<file path="config.mk">
export PLATFORM = sky130hd
export DESIGN_NAME = nls_seq
export DESIGN_NICKNAME = d
export VERILOG_FILES = /design/src/rtl/nls_pkg.sv /design/src/rtl/nls_unit_plan.sv /design/src/rtl/nls_lane_mux.sv /design/src/rtl/nls_read_merge.sv /design/src/rtl/nls_seq.sv
export SDC_FILE = /design/constraint.sdc
export NUM_CORES = 1
export LEC_CHECK = 0
export CAP_MARGIN = 30
export CORE_ASPECT_RATIO = 1.2
export CORE_MARGIN = 2
export CORE_UTILIZATION = 45
export CTS_CLUSTER_SIZE = 10
export DETAILED_ROUTE_END_ITERATION = 8
export PLACE_DENSITY = 0.83
export SLEW_MARGIN = 0
export SYNTH_ARGS = -nofsm -noshare
export SYNTH_HDL_FRONTEND = slang
export SYNTH_HIERARCHICAL = 1
export SYNTH_SLANG_ARGS = --single-unit
</file>
<file path="constraint.sdc">
create_clock -name clk -period 4.37 [get_ports clk]
set_input_delay 0.874 -clock clk [delete_from_list [all_inputs] [get_ports clk]]
set_output_delay 0.874 -clock clk [all_outputs]
set_load 0.02 [all_outputs]
</file>
<file path="src/rtl/nls_pkg.sv">
// Shared types for the narrow-bus lane sequencer.
// Assumes a four-lane (32-bit) internal word.
package nls_pkg;
    typedef enum logic [1:0] {
        BW_8   = 2'd0,
        BW_16  = 2'd1,
        BW_32  = 2'd2,
        BW_RSV = 2'd3
    } bus_width_e;

    localparam int LANES  = 4;
    localparam int LANE_W = 8;
    localparam int WORD_W = LANES * LANE_W;
endpackage

</file>
<file path="src/rtl/nls_unit_plan.sv">
// Decides which transfer units of an access need a bus cycle.
// A unit is a byte (8-bit bus), a halfword (16-bit bus) or the word.
// A unit is needed when it holds a selected byte. Assumes LANES = 4.
module nls_unit_plan
    import nls_pkg::*;
(
    input  bus_width_e         width,
    input  logic [LANES-1:0]   mask,
    output logic [LANES-1:0]   need
);
    localparam int HALVES = LANES / 2;

    logic [HALVES-1:0] half_any;

    // OR-reduce the mask per halfword.
    for (genvar h = 0; h < HALVES; h++) begin : g_half
        assign half_any[h] = mask[2*h] | mask[2*h+1];
    end

    // Choose the unit map for the configured width.
    always_comb begin
        need = '0;
        case (width)
            BW_8:    need = mask;
            BW_16:   need[HALVES-1:0] = half_any;
            default: need[0] = |mask;
        endcase
    end
endmodule

</file>
<file path="src/rtl/nls_lane_mux.sv">
// Builds the lane-select pins and the low-lane write data for one unit.
// Unused pins and lanes are driven to 0. Assumes `unit` is in range for width.
module nls_lane_mux
    import nls_pkg::*;
(
    input  bus_width_e          width,
    input  logic [1:0]          unit,
    input  logic [LANES-1:0]    mask,
    input  logic [WORD_W-1:0]   wdata,
    output logic [LANES-1:0]    be,
    output logic [WORD_W-1:0]   lane_wdata
);
    logic [2*LANE_W-1:0] half_sel;
    logic [LANE_W-1:0]   byte_sel;

    // Pick the halfword and the byte addressed by the unit.
    always_comb begin
        half_sel = unit[0] ? wdata[2*LANE_W +: 2*LANE_W] : wdata[0 +: 2*LANE_W];
        byte_sel = wdata[LANE_W*unit +: LANE_W];
    end

    // Map pins and data for the width.
    always_comb begin
        be         = '0;
        lane_wdata = '0;
        case (width)
            BW_8: begin
                be[1:0]            = unit;
                lane_wdata[LANE_W-1:0] = byte_sel;
            end
            BW_16: begin
                be[3]              = unit[0] ? mask[3] : mask[1];
                be[1]              = unit[0];
                be[0]              = unit[0] ? mask[2] : mask[0];
                lane_wdata[2*LANE_W-1:0] = half_sel;
            end
            default: begin
                be         = mask;
                lane_wdata = wdata;
            end
        endcase
    end
endmodule

</file>
<file path="src/rtl/nls_read_merge.sv">
// Puts the low lanes returned by one unit into their byte positions.
// Only selected bytes are updated; the others keep their value.
module nls_read_merge
    import nls_pkg::*;
(
    input  bus_width_e          width,
    input  logic [1:0]          unit,
    input  logic [LANES-1:0]    mask,
    input  logic [WORD_W-1:0]   cur,
    input  logic [WORD_W-1:0]   rdata,
    output logic [WORD_W-1:0]   merged
);
    for (genvar b = 0; b < LANES; b++) begin : g_byte
        logic             hit;
        logic [LANE_W-1:0] src;

        // Find whether this unit carries byte b and on which lane.
        always_comb begin
            case (width)
                BW_8: begin
                    hit = (unit == 2'(b));
                    src = rdata[LANE_W-1:0];
                end
                BW_16: begin
                    hit = (unit[0] == 1'(b / 2));
                    src = rdata[LANE_W*(b % 2) +: LANE_W];
                end
                default: begin
                    hit = 1'b1;
                    src = rdata[LANE_W*b +: LANE_W];
                end
            endcase
        end

        assign merged[LANE_W*b +: LANE_W] = (hit && mask[b]) ? src : cur[LANE_W*b +: LANE_W];
    end
endmodule

</file>
<file path="src/rtl/nls_seq.sv">
// Narrow-bus byte-lane access sequencer, top level.
// Takes one 32-bit access at a time and runs one bus cycle per needed unit,
// lowest unit first, each held until cyc_done. Assumes the engine keeps
// bus_rdata valid in the cycle where cyc_done is high.
module nls_seq
    import nls_pkg::*;
#(
    parameter int ADDR_W = 30
) (
    input  logic                 clk,
    input  logic                 rst_n,
    input  logic                 acc_valid,
    output logic                 acc_ready,
    input  logic                 acc_write,
    input  logic [1:0]           acc_width,
    input  logic [ADDR_W-1:0]    acc_addr,
    input  logic [3:0]           acc_mask,
    input  logic [31:0]          acc_wdata,
    output logic                 cyc_req,
    input  logic                 cyc_done,
    output logic [ADDR_W-1:0]    bus_addr,
    output logic [3:0]           bus_be,
    output logic                 bus_wr,
    output logic [31:0]          bus_wdata,
    input  logic [31:0]          bus_rdata,
    output logic                 rsp_valid,
    output logic [31:0]          rsp_rdata
);
    logic                busy;
    logic [LANES-1:0]    pend;
    bus_width_e          width_q;
    logic                wr_q;
    logic [ADDR_W-1:0]   addr_q;
    logic [LANES-1:0]    mask_q;
    logic [WORD_W-1:0]   wdata_q;
    logic [WORD_W-1:0]   rdata_q;
    logic                rsp_q;

    logic [LANES-1:0]    need;
    logic [1:0]          unit;
    logic [LANES-1:0]    unit_bit;
    logic [WORD_W-1:0]   merged;
    logic                take;
    logic                last;

    nls_unit_plan u_plan (
        .width (bus_width_e'(acc_width)),
        .mask  (acc_mask),
        .need  (need)
    );

    nls_lane_mux u_mux (
        .width      (width_q),
        .unit       (unit),
        .mask       (mask_q),
        .wdata      (wdata_q),
        .be         (bus_be),
        .lane_wdata (bus_wdata)
    );

    nls_read_merge u_merge (
        .width  (width_q),
        .unit   (unit),
        .mask   (mask_q),
        .cur    (rdata_q),
        .rdata  (bus_rdata),
        .merged (merged)
    );

    // Lowest pending unit is served first.
    always_comb begin
        unit = '0;
        for (int i = LANES - 1; i >= 0; i--) begin
            if (pend[i]) unit = 2'(i);
        end
        unit_bit = LANES'(1) << unit;
    end

    assign take = acc_valid && !busy;
    assign last = (pend & ~unit_bit) == '0;

    // Access state: load on accept, retire one unit per cyc_done.
    always_ff @(posedge clk) begin
        if (!rst_n) begin
            busy    <= 1'b0;
            pend    <= '0;
            width_q <= BW_32;
            wr_q    <= 1'b0;
            addr_q  <= '0;
            mask_q  <= '0;
            wdata_q <= '0;
            rdata_q <= '0;
            rsp_q   <= 1'b0;
        end else begin
            rsp_q <= 1'b0;
            if (take) begin
                width_q <= bus_width_e'(acc_width);
                wr_q    <= acc_write;
                addr_q  <= acc_addr;
                mask_q  <= acc_mask;
                wdata_q <= acc_wdata;
                rdata_q <= '0;
                pend    <= need;
                busy    <= (need != '0);
                rsp_q   <= (need == '0);
            end else if (busy && cyc_done) begin
                pend <= pend & ~unit_bit;
                if (!wr_q) rdata_q <= merged;
                if (last) begin
                    busy  <= 1'b0;
                    rsp_q <= 1'b1;
                end
            end
        end
    end

    assign acc_ready = !busy;
    assign cyc_req   = busy;
    assign bus_addr  = addr_q;
    assign bus_wr    = wr_q;
    assign rsp_valid = rsp_q;
    assign rsp_rdata = rdata_q;
endmodule

</file>
After elaboration in Yosys (flattened, before gate mapping)
Cells that the tools add are included.

Register bits: 107. Bits of input ports: 105. Output and inout bits: 102. Word-level logic and storage cells: 80.

Equal/unequal tests: 5. Shifts and indexed selects: 2. Muxes and demuxes: 31. Bitwise logic cells: 7. Reduce and logical (&&, ||, !) cells: 23.

Operators by type and width (count): $pmux W8 S2 (3); $mux W16 (2); $shiftx A32 B6 Y8 (1); $mux W8 (2); $pmux W1 S2 (7); $reduce_and A3 Y1 (4); $mux W2 (5); $mux W1 (9); $logic_not A4 Y1 (2); $mux W4 (2); $eq A2 B1 Y1 const B (3); $logic_and A1 B1 Y1 (6); $logic_not A2 Y1 (3); $and A4 B4 Y4 (1); $eq A2 B2 Y1 const B (2); $not A4 Y4 (1); $pmux W2 S2 (1); $reduce_bool A2 Y1 (2); $reduce_bool A4 Y1 (1); $reduce_or A2 Y1 (2); $reduce_or A4 Y1 (1); $shl A1 B2 Y4 const A (1); $not A1 Y1 (3); $or A1 B1 Y1 (2); 2 further kinds (2).

Logic depth before layout (Yosys ltp)
Word-level depth: 11. Depth in mapped cells: 10. Mapped depth without buffers: 9.

Cells and area by module
Netlist, hierarchy kept.

By module, submodules not included: nls_seq (times used 1, cells an instance 479, area each 3987.6 um2, seq. area each 2142.1 um2); nls_read_merge (times used 1, cells an instance 116, area each 823.3 um2, seq. area each 0.0 um2); nls_lane_mux (times used 1, cells an instance 107, area each 803.3 um2, seq. area each 0.0 um2); nls_unit_plan (times used 1, cells an instance 8, area each 47.5 um2, seq. area each 0.0 um2).

Worst setup path after synthesis
OpenSTA, ideal clock, no wires.

Path type: flip-flop to output port. Start point: register pend[2]. End point: output bus_wdata[0]. Data arrival time: 2.006 ns. Data required time: 3.496 ns. Slack: 1.490 ns. Cell stages (with the launch flop): 8. Buffers on the path: 1. Path through: dfxtp_1 > inv_1 > a21oi_1 > nor2_1 > nor2b_4 > buf_6 > a21oi_1 > o311ai_1.

Longest elaborated chain between the ends: 5. Elaborated cells between the ends (all ways): 6. Classes of those cells: shift (1); mux (5).

Ends and longest elaborated chain: start: declaration (line nls_seq.sv:30) `logic [LANES-1:0] pend;`; start signal: assignment (line nls_seq.sv:103) `pend <= need;`; start signal: assignment (line nls_seq.sv:107) `pend <= pend & ~unit_bit;`; $mux W2 (*) (3 in a row) (line nls_seq.sv:74) `if (pend[i]) unit = 2'(i);`; net unit[0] (line nls_seq.sv:40) `logic [1:0] unit;`; $shiftx A32 B6 Y8 / $mux W16 (equally long branches) (line nls_lane_mux.sv:19, nls_lane_mux.sv:18); $pmux W8 S2 (*) (line nls_lane_mux.sv:26) `case (width)`; end: declaration (line nls_seq.sv:24) `output logic [31:0] bus_wdata,`.

Mark *: on every way through the listed nets, which the timed path passes. The rest lies on a longest branch.

Final worst setup path
Start point: register pend[0]. End point: output bus_wdata[5].

Longest elaborated chain between the ends: 3. Elaborated cells between the ends (all ways): 4. Classes of those cells: shift (1); mux (3).

Ends and longest elaborated chain: $mux W2 (line nls_seq.sv:74); net unit[1] (line nls_seq.sv:40); $shiftx A32 B6 Y8 (line nls_lane_mux.sv:19) `byte_sel = wdata[LANE_W*unit +: LANE_W];`; $pmux W8 S2 (line nls_lane_mux.sv:26).

The timed path passes the listed nets, and every way through them passes these cells.

==> impl_metrics.yaml <==
clock_network:
  cts_resized: 0
  cts_buffer_depth: 2
  hold_buffers: 0
  clock-sinks: 107
  htreeDepth: 3
  cts-root-buf: "clkbuf_16"
  clk_latency_ns: 0.34
  tritoncts: "yes"
  post-cts-setup-buffers: 0
  cts_buffers: 9
  clk_pin_slew_worst_paths_ns: 0.07
worst_setup_path:
  ff2ff_setup_slack_ns: 2.15
  endpoint_kind: "output port"
  crit_path_start: "pend[0]$_SDFFE_PN0P_"
  reg2reg_to: "rsp_rdata[15]$_SDFFE_PP0P_"
  ff2ff_path_depth: 7
  slowest_delay_ns: 0.63
  crit_type: "reg -> out"
  cp.required_ns: 3.50
  arrival_ns: 2.82
  rr_startpoint: "width_q[0]$_SDFFE_PN0P_"
  path_cells: "or2_2, nor2_1, buf_4, or3b_1, a21oi_2, a221o_1, clkdlybuf4s50_1"
  critical_path.slowest_cell: "clkdlybuf4s50_1"
  worstPathMaxFanout: 15
  endpoint: "bus_wdata[5]"
  critPathLaunchType: "register"
sta:
  hold_viol: 0
  relSlewSlack: 0.406
  max_freq_ghz: 0.270
  finalCritPeriodShare: 0.846
  finalMaxSlewViolations: 0
  fin_skew_ns: 0.00887
  fin_crit_ns: 3.70
  tightest_slew_ns: 0.891
  setup_viol: 0
  rsz0062_at_grt: "no"
  tns_ns: 0
power:
  leakage_nw: 2.92
  power_density_mw_per_mm2: 319
  max-vdd-ir-drop_mv: 0.212
finish:
  antenna_cells: 0
  final_common_cell: "nand2_1"
  layout_common_cells: "nand2_1 (234), clkdlybuf4s50_1 (205), dfxtp_1 (105), a21boi_1 (71), a21oi_1 (50)"
  syn2layout_area_growth_pct: 41.6
  fill_cells: 1003
  drive_gt1_frac: 0.0619
  fin_area_sq_mm: 0.00802
  nNetsFinal: 989
drt:
  drc: 0
  drt_pass1_iterations: 6
  viasPerCell: 5.28
  vias: 5549
  routed_wl_um: 16300
  ant_nets: 0
  drt-initial-drc-count: 454
  wl_per_cell_um: 15.6
yosys:
  yosysWarnings: 6
  syn_nets: 815
  ys_ff_latch: 107
  synthCells: 710
  synth_edf_count: 0
  avgSynthCellArea_sq_um: 7.97
  synth_cell_types: 48
  async_flop_share: 0
  ys.flop_type: "dfxtp_1"
  ys_seq_area_frac: 0.378
  netlist_area_sq_mm: 0.00566
global_routing:
  grt_max_degree: 77
  grt_pass1_vias: 5125
  overflow: 0
  grt_use_total: 0.240
  antenna_found_initial: 0
  grt_first_pass_wirelength_um: 26200
placement:
  dp_hpwl_um: 11600
  dpl_cell_area_sq_mm: 0.00767
  port_buffers: 206
  gp_congestion: 0.874
floorplanning:
  die_h_um: 127
  core_area_sq_mm: 0.0122
  fp.dieW_um: 106
  initial_core_util: 0.465
  ios: 207
  die_area_sq_mm: 0.0135
  row_count: 44
hold_path:
  min_path_type: "reg -> reg"
flow_run:
  drv_cap: 0
outcome:
  status: "complete, no violations"
kinds of logic (layout without fill, tap and decap cells):
kind of cell	after synthesis	after routing	share of synthesized area
AOI/OAI and AO/OA	202	202	0.245
buffers and inverters	59	238	0.0692
DFF	107	107	0.378
muxes	40	40	0.0736
and+or+nand+nor	302	302	0.234
layer usage:
layer / track usage / vias up / share of wire
li1: - / 2757 / -
met2: 0.386 / 218 / 0.47
met1: 0.317 / 2551 / 0.43
met3: 0.0570 / 23 / 0.079
met5: 0 / - / 0
met4: 0.0805 / 0 / 0.021
Yosys cell counts, types with 8 or more instances:
master	number	area (sq um)
and2_1	17	106
buf_6	16	180
o21ai_1	23	115
clkbuf_1	12	45.0
nand2_1	234	878
nor2_1	15	56.3
dfxtp_1	107	2140
a21oi_1	50	250
buf_4	8	60.1
buf_2	16	80.1
mux2i_1	27	270
a21boi_1	71	533
mux2_1	9	101
a22o_1	18	158
o21ai_0	10	50.1
sequential cells by signal, summed over array words and instances (netlist names):
name and count:
bus_wr 1, rsp_rdata 32, pend 4, mask_q 4
cyc_req 1, wdata_q 32, rsp_valid 1, bus_addr 30
width_q 2
cell type report:
type	count	area, sq um	share of cell area
multi-input combinational	544	3140	0.392
timing repair buffer	216	2160	0.269
sequential	107	2140	0.267
clock buffer	11	243	0.0303
tap	161	201	0.0251
clock inverter	5	108	0.0134
inverter	6	22.5	0.00281
how the worst min path moves through the flow:
stage	start	endpoint	slack, ns	cells after the start
after global routing	bus_addr[4]$_SDFFE_PN0P_	bus_addr[4]$_SDFFE_PN0P_	0.47	2
after CTS	bus_addr[21]$_SDFFE_PN0P_	bus_addr[21]$_SDFFE_PN0P_	0.45	2
after floorplan	wdata_q[2]$_SDFFE_PN0P_	wdata_q[2]$_SDFFE_PN0P_	0.44	2
final	bus_addr[3]$_SDFFE_PN0P_	bus_addr[3]$_SDFFE_PN0P_	0.45	2
after detailed placement	bus_addr[3]$_SDFFE_PN0P_	bus_addr[3]$_SDFFE_PN0P_	0.44	2
after global placement	bus_addr[15]$_SDFFE_PN0P_	bus_addr[15]$_SDFFE_PN0P_	0.44	2
critical path: cells and delay by family, from the launching register on:
family	cells	cell delay, ns
AO/OA/AOI/OAI	2	0.43
buffers and inverters	2	0.85
flip-flops	1	0.36
AND/OR/NAND/NOR	3	0.83
report_power, final:
group	switching, mW	internal, mW	total, mW	leakage (nW)
logic	0.268	0.269	0.537	1.87
registers	0.0520	1.02	1.07	0.874
clock network	0.370	0.581	0.951	0.171
through the flow:
stage / worst slack [ns] / instances / util / total power [mW] / hold WS, ns
6_report: 0.673 / 1050 / 0.659 / 2.56 / 0.452
3_3_place_gp: 1.10 / 1032 / 0.627 / 1.62 / 0.439
2_1_floorplan: 1.49 / 710 / - / 1.40 / 0.435
4_1_cts: 0.678 / 1050 / 0.659 / 2.58 / 0.454
3_5_place_dp: 1.07 / 1034 / 0.630 / 1.63 / 0.444
5_1_grt: 0.504 / 1050 / 0.659 / 2.66 / 0.475
(Power assumes the default switching activity.)
